File: src/rtl/sflash_seq_pkg.sv
package sflash_seq_pkg;

    localparam int RIDX_CMD  = 0;
    localparam int RIDX_ADDR = 1;
    localparam int RIDX_DATA = 2;
    localparam int RIDX_STAT = 3;
    localparam int RIDX_TIME = 4;
    localparam int RIDX_IO   = 5;

    localparam int PEND_BIT  = 22;
    localparam int ERR_BIT   = 29;

    localparam logic [15:0] TIME_RESET = 16'h0102;
    localparam logic [3:0]  IO_RESET   = 4'hC;

    typedef enum logic [2:0] {
        ST_IDLE, ST_OPCODE, ST_ADDR, ST_DUMMY, ST_DATA, ST_FINISH
    } seq_state_e;

    typedef struct packed {
        logic [2:0] cs;
        logic [2:0] alen;
        logic [3:0] dum;
        logic       keep;
        logic [2:0] dlen;
        logic       wr;
        logic [7:0] opcode;
    } cmd_t;

    function automatic cmd_t cmd_decode(input logic [31:0] w);
        cmd_t c;
        c.opcode = w[7:0];
        c.wr     = w[8];
        c.dlen   = (w[11:9] > 3'd4) ? 3'd4 : w[11:9];
        c.keep   = w[15];
        c.dum    = w[19:16];
        c.alen   = (w[22:20] > 3'd3) ? 3'd3 : w[22:20];
        c.cs     = w[26:24];
        return c;
    endfunction

    function automatic seq_state_e phase_after(input seq_state_e cur, input cmd_t c);
        seq_state_e n = ST_FINISH;
        if ((cur == ST_OPCODE || cur == ST_ADDR || cur == ST_DUMMY) && c.dlen != 3'd0)
            n = ST_DATA;
        if ((cur == ST_OPCODE || cur == ST_ADDR) && c.dum != 4'd0)
            n = ST_DUMMY;
        if (cur == ST_OPCODE && c.alen != 3'd0)
            n = ST_ADDR;
        return n;
    endfunction

    function automatic logic [3:0] phase_len(input seq_state_e st, input cmd_t c);
        logic [3:0] l;
        unique case (st)
            ST_OPCODE: l = 4'd1;
            ST_ADDR:   l = {1'b0, c.alen};
            ST_DUMMY:  l = c.dum;
            ST_DATA:   l = {1'b0, c.dlen};
            default:   l = 4'd0;
        endcase
        return l;
    endfunction

endpackage

File: src/rtl/sflash_seq_shifter.sv
module sflash_seq_shifter (
    input  logic       clk,
    input  logic       rst_n,
    input  logic       start,
    input  logic [7:0] tx_byte,
    input  logic [3:0] per,
    input  logic [3:0] rise,
    input  logic [3:0] fall,
    input  logic       miso,
    output logic       sck,
    output logic       mosi,
    output logic       done,
    output logic [7:0] rx_byte
);
    logic       busy_q;
    logic [3:0] cnt_q;
    logic [2:0] bit_q;
    logic [7:0] sh_q;
    logic [3:0] last_cnt;

    // a period below two cycles cannot hold both edges
    assign last_cnt = (per < 4'd2) ? 4'd1 : per - 4'd1;

    always_ff @(posedge clk or negedge rst_n) begin
        if (!rst_n) begin
            busy_q  <= 1'b0;
            cnt_q   <= '0;
            bit_q   <= '0;
            sh_q    <= '0;
            sck     <= 1'b1;
            mosi    <= 1'b0;
            done    <= 1'b0;
            rx_byte <= '0;
        end else begin
            done <= 1'b0;
            if (start) begin
                busy_q <= 1'b1;
                cnt_q  <= '0;
                bit_q  <= '0;
                sh_q   <= tx_byte;
            end else if (busy_q) begin
                if (cnt_q == fall) begin
                    sck  <= 1'b0;
                    mosi <= sh_q[7];
                end
                if (cnt_q == rise) begin
                    sck     <= 1'b1;
                    rx_byte <= {rx_byte[6:0], miso};
                    sh_q    <= {sh_q[6:0], 1'b0};
                end
                if (cnt_q == last_cnt) begin
                    cnt_q <= '0;
                    if (bit_q == 3'd7) begin
                        busy_q <= 1'b0;
                        done   <= 1'b1;
                        sck    <= 1'b1;
                    end else begin
                        bit_q <= bit_q + 3'd1;
                    end
                end else begin
                    cnt_q <= cnt_q + 4'd1;
                end
            end
        end
    end
endmodule

File: src/rtl/sflash_seq_csdec.sv
module sflash_seq_csdec #(
    parameter int NUM_CS = 3
) (
    input  logic              en,
    input  logic [2:0]        sel,
    output logic [NUM_CS-1:0] cs_n
);
    generate
        for (genvar i = 0; i < NUM_CS; i++) begin : g_cs
            assign cs_n[i] = !(en && (sel == 3'(i)));
        end
    endgenerate
endmodule

File: src/rtl/sflash_seq.sv
module sflash_seq
    import sflash_seq_pkg::*;
#(
    parameter int NUM_CS = 3,
    parameter int REG_AW = 3
) (
    input  logic              clk,
    input  logic              rst_n,
    input  logic              reg_wr,
    input  logic [REG_AW-1:0] reg_addr,
    input  logic [31:0]       reg_wdata,
    output logic [31:0]       reg_rdata,
    output logic              sck,
    output logic              mosi,
    input  logic              miso,
    output logic [NUM_CS-1:0] cs_n,
    output logic [1:0]        aux_lvl
);
    localparam int IDX_W = 4;

    seq_state_e        state_q, state_d;
    logic [IDX_W-1:0]  idx_q, idx_d;
    logic [31:0]       cmd_raw_q, addr_q, data_q;
    logic [15:0]       time_q;
    logic [3:0]        io_q;
    logic              err_q, cs_on_q;
    logic [2:0]        cs_sel_q;
    cmd_t              cmd_q, cmd_sel;
    logic              sel_cmd, sel_stat, accept, busy_w, fin_w, keep_w;
    logic              start, sh_done;
    logic [7:0]        tx_byte, rx_byte;

    assign cmd_q    = cmd_decode(cmd_raw_q);
    assign sel_cmd  = reg_wr && (reg_addr == REG_AW'(RIDX_CMD));
    assign sel_stat = reg_wr && (reg_addr == REG_AW'(RIDX_STAT));
    assign busy_w   = (state_q != ST_IDLE);
    assign accept   = sel_cmd && !busy_w;
    assign cmd_sel  = busy_w ? cmd_q : cmd_decode(reg_wdata);
    assign fin_w    = (state_q == ST_FINISH);
    assign keep_w   = cmd_q.keep;
    assign aux_lvl  = io_q[3:2];

    // state register
    always_ff @(posedge clk or negedge rst_n) begin
        if (!rst_n) begin
            state_q <= ST_IDLE;
            idx_q   <= '0;
        end else begin
            state_q <= state_d;
            idx_q   <= idx_d;
        end
    end

    // next state and byte launch
    always_comb begin
        state_d = state_q;
        idx_d   = idx_q;
        start   = 1'b0;
        unique case (state_q)
            ST_IDLE: begin
                if (accept) begin
                    state_d = cs_on_q ? phase_after(ST_OPCODE, cmd_sel) : ST_OPCODE;
                    idx_d   = '0;
                    start   = (state_d != ST_FINISH);
                end
            end
            ST_OPCODE, ST_ADDR, ST_DUMMY, ST_DATA: begin
                if (sh_done) begin
                    if (idx_q + 4'd1 < phase_len(state_q, cmd_q)) begin
                        idx_d = idx_q + 4'd1;
                    end else begin
                        state_d = phase_after(state_q, cmd_q);
                        idx_d   = '0;
                    end
                    start = (state_d != ST_FINISH);
                end
            end
            ST_FINISH: state_d = ST_IDLE;
        endcase
    end

    // byte to put on the wire next
    always_comb begin
        int unsigned ab;
        ab = 32'(cmd_sel.alen) - 32'd1 - 32'(idx_d);
        unique case (state_d)
            ST_OPCODE: tx_byte = cmd_sel.opcode;
            ST_ADDR:   tx_byte = (ab < 32'd4) ? addr_q[8*ab +: 8] : 8'h00;
            ST_DATA:   tx_byte = cmd_sel.wr ? data_q[8*idx_d[1:0] +: 8] : 8'h00;
            default:   tx_byte = 8'h00;
        endcase
    end

    // registers and outputs
    always_ff @(posedge clk or negedge rst_n) begin
        if (!rst_n) begin
            cmd_raw_q <= '0;
            addr_q    <= '0;
            data_q    <= '0;
            time_q    <= TIME_RESET;
            io_q      <= IO_RESET;
            err_q     <= 1'b0;
            cs_on_q   <= 1'b0;
            cs_sel_q  <= '0;
        end else begin
            if (accept) begin
                cmd_raw_q <= reg_wdata;
                if (!cs_on_q) begin
                    cs_on_q  <= 1'b1;
                    cs_sel_q <= cmd_sel.cs;
                end
                if (!cmd_sel.wr)
                    data_q <= '0;
            end else if (sel_cmd) begin
                err_q <= 1'b1;
            end
            if (sel_stat && reg_wdata[ERR_BIT])
                err_q <= 1'b0;
            if (reg_wr && !busy_w) begin
                if (reg_addr == REG_AW'(RIDX_ADDR)) addr_q <= reg_wdata;
                if (reg_addr == REG_AW'(RIDX_DATA)) data_q <= reg_wdata;
                if (reg_addr == REG_AW'(RIDX_TIME)) time_q <= reg_wdata[15:0];
            end
            if (reg_wr && reg_addr == REG_AW'(RIDX_IO))
                io_q <= reg_wdata[3:0];
            if (state_q == ST_DATA && sh_done && !cmd_q.wr)
                data_q[8*idx_q[1:0] +: 8] <= rx_byte;
            if (fin_w)
                cs_on_q <= cmd_q.keep;
        end
    end

    always_comb begin
        reg_rdata = '0;
        if (reg_addr == REG_AW'(RIDX_CMD))  reg_rdata = cmd_raw_q;
        if (reg_addr == REG_AW'(RIDX_ADDR)) reg_rdata = addr_q;
        if (reg_addr == REG_AW'(RIDX_DATA)) reg_rdata = data_q;
        if (reg_addr == REG_AW'(RIDX_STAT)) begin
            reg_rdata[PEND_BIT] = busy_w;
            reg_rdata[ERR_BIT]  = err_q;
        end
        if (reg_addr == REG_AW'(RIDX_TIME)) reg_rdata = {16'h0, time_q};
        if (reg_addr == REG_AW'(RIDX_IO))   reg_rdata = {28'h0, io_q};
    end

    sflash_seq_shifter u_shift (
        .clk     (clk),
        .rst_n   (rst_n),
        .start   (start),
        .tx_byte (tx_byte),
        .per     (time_q[3:0]),
        .rise    (time_q[11:8]),
        .fall    (time_q[15:12]),
        .miso    (miso),
        .sck     (sck),
        .mosi    (mosi),
        .done    (sh_done),
        .rx_byte (rx_byte)
    );

    sflash_seq_csdec #(.NUM_CS(NUM_CS)) u_csdec (
        .en   (cs_on_q),
        .sel  (cs_sel_q),
        .cs_n (cs_n)
    );
endmodule

File: config.mk
export PLATFORM = sky130hd
export DESIGN_NAME = sflash_seq
export DESIGN_NICKNAME = d
export VERILOG_FILES = /design/src/rtl/sflash_seq_pkg.sv /design/src/rtl/sflash_seq_shifter.sv /design/src/rtl/sflash_seq_csdec.sv /design/src/rtl/sflash_seq.sv
export SDC_FILE = /design/constraint.sdc
export NUM_CORES = 1
export LEC_CHECK = 0
export BUFFER_PORTS_ARGS = -buffer_cell sky130_fd_sc_hd__buf_2
export CAP_MARGIN = 20
export CORE_MARGIN = 2
export CORE_UTILIZATION = 55
export DETAILED_ROUTE_END_ITERATION = 10
export GPL_ROUTABILITY_DRIVEN = 1
export HOLD_SLACK_MARGIN = 0.05
export PLACE_DENSITY = 0.77
export SLEW_MARGIN = 20
export SYNTH_ARGS = -nofsm -noshare
export SYNTH_HDL_FRONTEND = slang
export SYNTH_HIERARCHICAL = 1
export SYNTH_SLANG_ARGS = --single-unit
export TNS_END_PERCENT = 5
File: constraint.sdc
create_clock -name clk -period 6.7 [get_ports clk]
set_input_delay 1.34 -clock clk [delete_from_list [all_inputs] [get_ports clk]]
set_output_delay 1.34 -clock clk [all_outputs]
set_load 0.01 [all_outputs]
## After elaboration in Yosys (flattened, before gate mapping)

Cells that the tools add are included.

- Latch bits: 0
- Bits in read-only memories: 0
- Memories: 0
- RAM bits: 0
- Bits in registers: 155
- Output and inout bits: 39
- Input bits: 39

- Div/mod/pow operators: 0
- $add $sub $neg: 7
- Shifts and indexed selects: 4
- $mul: 0
- Mux-type cells: 74
- Equal/unequal tests: 23
- Reductions and logical operators: 46
- Bitwise operators: 2
- Magnitude comparators: 7

Operator list:

| cell | number |
|---|---|
| 2-to-1 mux 32 bit | 10 |
| 2-to-1 mux 3 bit | 20 |
| 2-to-1 mux 8 bit | 5 |
| 2-to-1 mux 4 bit | 9 |
| negator 5 -> 34 bit | 1 |
| variable shift 8 x 34 -> 32 bit, first input constant | 1 |
| variable part select 8 x 34 -> 32 bit | 1 |
| variable part select 32 x 33 -> 8 bit | 1 |
| bitwise mux 32 bit | 1 |
| less-than comparator 32 x 3 -> 1 bit, second input constant | 1 |
| variable part select 32 x 6 -> 8 bit | 1 |
| case mux 8 bit (3 select lines) | 1 |
| 2-to-1 mux 1 bit | 23 |
| 2-to-1 mux 23 bit | 1 |
| equality test 3 x 2 -> 1 bit, second input constant | 6 |
| equality test 3 bit, second input constant | 6 |
| case mux 4 bit (4 select lines) | 1 |
| nonzero test 3 bit | 5 |
| logical AND 1 bit | 14 |
| equality test 3 x 1 -> 1 bit, second input constant | 4 |
| equality test 4 bit | 3 |
| AND reduction 2 bit | 6 |
| nonzero test 2 bit | 5 |
| logical NOT 3 bit | 3 |
| 21 further kinds | 34 |

## Longest topological paths before layout

- Word-level depth: 15
- Mapped depth: 22

## By module

The synthesis kept the hierarchy.

Modules (own cells, without submodules):

| module | cells each | area each (um2) | times used | sequential area each (um2) |
|---|---|---|---|---|
| sflash_seq | 799 | 7694.9 | 1 | 3208.1 |
| sflash_seq_shifter | 129 | 1426.4 | 1 | 676.9 |
| sflash_seq_csdec | 3 | 32.5 | 1 | 0.0 |

## Worst setup path after synthesis

No wires, ideal clock.

- Path type: in2reg
- Start: input port reg_addr[2]
- End: register u_shift.sh_q[1]
- Setup time: 83 ps
- Setup slack: 2163 ps
- Arrival: 4454 ps
- Cell stages on the path: 16
- Cell sequence: clkbuf_1 -> nand2b_1 -> nor4_4 -> nor2_4 -> o2bb2ai_4 -> buf_6 -> ha_1 -> fa_1 -> mux2i_1 -> nor4b_1 -> o21ai_0 -> nor3_1 -> nand4_1 -> o211ai_2 -> nand2_1 -> o21ai_0

- Word-level cells in the longest chain between the ends: 10

RTL lines:

| element | RTL line | source |
|---|---|---|
| from (decl) | sflash_seq.sv:10 | `input logic [REG_AW-1:0] reg_addr,` |
| logical NOT 3 bit * | sflash_seq.sv:34 | `assign sel_cmd = reg_wr && (reg_addr == REG_AW'(RIDX_CMD));` |
| logical AND 1 bit * | sflash_seq.sv:34 |  |
| logical AND 1 bit * | sflash_seq.sv:37 | `assign accept = sel_cmd && !busy_w;` |
| 2-to-1 mux 4 bit * | sflash_seq.sv:61 | `if (accept) begin` |
| case mux 4 bit (2 select lines) * | sflash_seq.sv:59 | `unique case (state_q)` |
| via idx_d[0] | sflash_seq.sv:22 | `logic [IDX_W-1:0] idx_q, idx_d;` |
| subtractor 4 x 5 -> 6 bit | sflash_seq.sv:85 | `ab = 32'(cmd_sel.alen) - 32'd1 - 32'(idx_d);` |
| less-than comparator 32 x 3 -> 1 bit or variable part select 32 x 33 -> 8 bit (tied branches) | sflash_seq.sv:88 | `ST_ADDR: tx_byte = (ab < 32'd4) ? addr_q[8*ab +: 8] : 8'h00;` |
| 2-to-1 mux 8 bit | sflash_seq.sv:88 |  |
| case mux 8 bit (3 select lines) * | sflash_seq.sv:86 | `unique case (state_d)` |
| via tx_byte[1] | sflash_seq.sv:31 | `logic [7:0] tx_byte, rx_byte;` |
| 2-to-1 mux 8 bit * | sflash_seq_shifter.sv:36 | `if (start) begin` |
| to (signal assigned) | sflash_seq_shifter.sv:40 | `sh_q <= tx_byte;` |
| to (signal assigned) | sflash_seq_shifter.sv:49 | `sh_q <= {sh_q[6:0], 1'b0};` |
| to (decl) | sflash_seq_shifter.sv:18 | `logic [7:0] sh_q;` |

Mark *: on every way through the listed nets, which the timed path passes. The rest lies on a longest branch.
A chain may end at the register's enable or synchronous reset.

## Worst setup path after layout

- Start: register idx_q[0]
- End: register u_shift.sh_q[4]

- Word-level cells in the longest chain between the ends: 10

RTL lines:

| element | RTL line | source |
|---|---|---|
| from (decl) | sflash_seq.sv:22 |  |
| from (signal assigned) | sflash_seq.sv:50 | `idx_q <= idx_d;` |
| adder 4 x 1 -> 4 bit | sflash_seq.sv:69, sflash_seq.sv:70 |  |
| less-than comparator 4 bit | sflash_seq.sv:69 | `if (idx_q + 4'd1 < phase_len(state_q, cmd_q)) begin` |
| 2-to-1 mux 4 bit or 2-to-1 mux 3 bit (tied branches) | sflash_seq.sv:69 |  |
| 2-to-1 mux 4 bit or 2-to-1 mux 3 bit (tied branches) | sflash_seq.sv:68 | `if (sh_done) begin` |
| case mux 4 bit (2 select lines) or 2-to-1 mux 3 bit (tied branches) | sflash_seq.sv:59 |  |
| subtractor 4 x 5 -> 6 bit or 2-to-1 mux 3 bit (tied branches) | sflash_seq.sv:85, sflash_seq.sv:68 |  |
| less-than comparator 32 x 3 -> 1 bit, or another cell as far along | sflash_seq.sv:88 |  |
| 2-to-1 mux 8 bit, or another cell as far along | sflash_seq.sv:88 |  |
| case mux 8 bit (3 select lines) * | sflash_seq.sv:86 |  |
| via tx_byte[4] | sflash_seq.sv:31 |  |
| 2-to-1 mux 8 bit * | sflash_seq_shifter.sv:36 |  |

Mark *: on every way through the listed nets, which the timed path passes. The rest lies on a longest branch. The select of a mux whose other input is x is not followed.

==> reports/metrics.csv <==
metric;value;unit
pwr/cell area;210.3;nW/um^2
# rows;47;
Setup crit start;idx_q[0]$_DFF_PN0_;
CTS buffer count;17;
synth top area cells;dfrtp_1 (41%), mux2_2 (7.8%), mux2i_1 (7.5%);
outcome;complete, no violations;
CTS tree;yes;
Setup TNS;0;ns
synthesized instance count;931;
setup bufs post-CTS;0;
layout cells sized above 1;0.2262;
Via Count;7702;
fin nets;1032;
RSZ-0062 raised after global routing;false;
Post-Syn Area;9154;sq um
die area;17690;sq um
Mean Syn Cell Area;9.832;sq um
Overflow after GRT;0;
first-pass GRT wire length;42880;microns
CTS Root Cell;clkbuf_16;
kind of critical path;reg2reg;
Arr. time, crit path;5.56;ns
post-cts sizing count;0;
warnings from Yosys;6;
hold buffers post-CTS;0;
Post-Route WL;27270;microns
Post-synth EDFFs;0;
R2R Path Start;idx_q[0]$_DFF_PN0_;
Async SR Flop Fraction;1.000;
total power;2161;uW
Sink Count;155;
1st-pass router iterations;5;
worst min path class;reg2reg;
post-synthesis sequential area ratio;0.4244;
layout filler cell count;1326;
Slew HR;0.2717;
worst skew pair latency;0.43;ns
mean number of vias per cell;6.386;
clock skew;0.009231;ns
P_leak;0.005102;uW
fin crit share;0.7792;
Die X;133.0;microns
maximum vdd drop;0.1769;mV
Min-Delay Startpoint;cmd_raw_q[30]$_DFFE_PN0P_;
Reg clk slew, reported paths;0.06;ns
I/O pin cnt;78;
number of distinct library cells after synthesis;73;
H-tree levels;4;
Max Fclk;191.5;MHz
Total GRT Usage;0.3180;
Required @ worst endpoint;7.04;ns
drt wl/cell;22.61;microns
CP Capture Type;flop;
fin. max-slew vios;0;
clock tree buffer depth;2;
vias in the first global route;7418;
Area Growth Syn to Fin;12.29;%
final RePlAce weighted congestion;0.9492;
post-route ant nets;0;
Core Box Area;16410;sq um
Worst-Margin Slew;1.090;ns
fin util;0.6265;
DP Wirelength;19000;microns
Synth Flop Type;dfrtp_1;
number of synthesized register bits;155;
die height;133.0;microns
crit path launch type;flop;
Hold Vio Cnt, Final;0;
initial antenna violation count;0;
final setup fails;0;
Starting Density;0.5579;
DRC viols;0;
drt first-iter violations;903;
cell taking the most area after synthesis;dfrtp_1;
number of max-cap violations;0;
pin count of the biggest net entering global routing;94;
post-layout minimum cycle time;5.221;ns
post-synth top area share;0.4101;
Antenna diodes;0;
worst-path maximum fanout;9;
syn nets;990;
number of port buffers;77;
[registers in the layout, indices dropped and copies added, names as in the netlist, 4 cells and up]
name,cells
addr_q,32
cmd_raw_q,32
data_q,32
idx_q,4
io_q,4
time_q,16
u_shift/cnt_q,4
u_shift/rx_byte,8
u_shift/sh_q,8
[where the power goes]
part	internal, uW	switching, uW	leakage (uW)
combinational	48.8	95.4	0.00289
clock	666	396	0.000318
sequential	947	7.75	0.00190
total	1660	499	0.00510
[metal layers]
| layer | global-route usage | wire [microns] | up-vias |
|---|---|---|---|
| li1 | - | - | 3433 |
| met3 | 0.05709 | 1899 | 74 |
| met2 | 0.5072 | 13090 | 385 |
| met4 | 0.1392 | 1087 | 0 |
| met5 | 0 | 0 | - |
| met1 | 0.4282 | 11190 | 3810 |
[logic make-up (layout without fill, tap and decap cells)]
group,Yosys count,in the layout,synth area share
DFF,155,155,0.4244
AOI/OAI and AO/OA,214,214,0.1525
buffers and inverters,81,136,0.03704
muxes,151,151,0.1890
adders and majority gates,20,20,0.02816
xor gates and xnor gates,13,13,0.01244
and+or+nand+nor,297,297,0.1564
[per-stage QoR]
step | setup slack [ns] | hold slack (ns) | cells | cell area [sq um]
final | 1.479 | 0.4772 | 1206 | 10280
after global routing | 1.105 | 0.4996 | 1206 | 10280
after CTS | 1.651 | 0.4777 | 1206 | 10280
after detailed placement | 1.497 | 0.4654 | 1174 | 9628
after global placement | 1.717 | 0.4590 | 1174 | 9628
after floorplan | 2.163 | 0.4410 | 931 | 9154
[critical path, cell delays in order (launching register included)]
cell and delay (ns):
dfrtp_1 0.58, inv_1 0.25, ha_1 0.46, ha_1 0.24
a211oi_1 0.44, a31oi_1 0.23, nand2_1 0.28, nand3_1 0.11
o21a_1 0.18, o21a_1 0.17, ha_1 0.31, nor2b_1 0.11
mux2i_1 0.08, nor4b_1 0.28, o21ai_0 0.14, nor3_1 0.77
nand4_1 0.23, o211ai_2 0.11, nand2_1 0.06, o21ai_0 0.08
[cell usage in the layout, fill, tap and decap left out, types with 11 or more instances in the layout]
master / count
dfrtp_1: 150
nand2_1: 144
a21oi_1: 86
buf_2: 76
mux2i_1: 69
mux2_2: 63
nor2_1: 58
o21ai_0: 45
a22oi_1: 32
ha_1: 19
clkbuf_16: 17
inv_1: 16
nand2b_1: 12
nor2b_1: 11
buf_4: 11
[cells in the mapped netlist, types with 3 or more instances]
master	number
dfstp_2	5
nor3b_1	4
buf_1	6
dfrtp_1	150
nand2b_1	12
o22ai_1	4
o21ai_0	46
nor4_1	4
and2_1	6
buf_2	6
clkbuf_1	46
mux2_1	8
buf_4	5
o211ai_2	8
ha_1	19
xor2_1	10
o21ai_1	3
o21a_1	4
a211oi_1	3
mux2i_1	69
nor2b_1	12
nand2_1	144
inv_1	16
nor3_1	9
nand4_1	10
or4_1	9
mux4_2	10
a21oi_1	86
mux2_2	63
and3_1	3
nor2_1	58
nand3_1	9
a22oi_1	32
xnor2_1	3
[worst paths after layout]
path,end,slack (ns),cells after the start
setup reg to reg,u_shift/sh_q[4]$_DFFE_PN0P_,1.48,19
max in group asynchronous,time_q[9]$_DFFE_PN0P_,4.38,2
setup / recovery,u_shift/sh_q[4]$_DFFE_PN0P_,1.48,19
hold reg to reg,cmd_raw_q[30]$_DFFE_PN0P_,0.48,2
hold / removal,cmd_raw_q[30]$_DFFE_PN0P_,0.48,2
min in group asynchronous,cmd_raw_q[23]$_DFFE_PN0P_,0.99,1
[cell type report]
type | count | area (sq um) | area share
clock buffer | 23 | 488.0 | 0.04747
clock inverter | 9 | 160.2 | 0.01558
inverter | 16 | 60.06 | 0.005843
multi-input combinational | 695 | 4936 | 0.4802
sequential | 155 | 3885 | 0.3780
tap | 220 | 275.3 | 0.02678
timing repair buffer | 88 | 474.2 | 0.04614
Note: power is estimated with default switching activity, not from simulation.
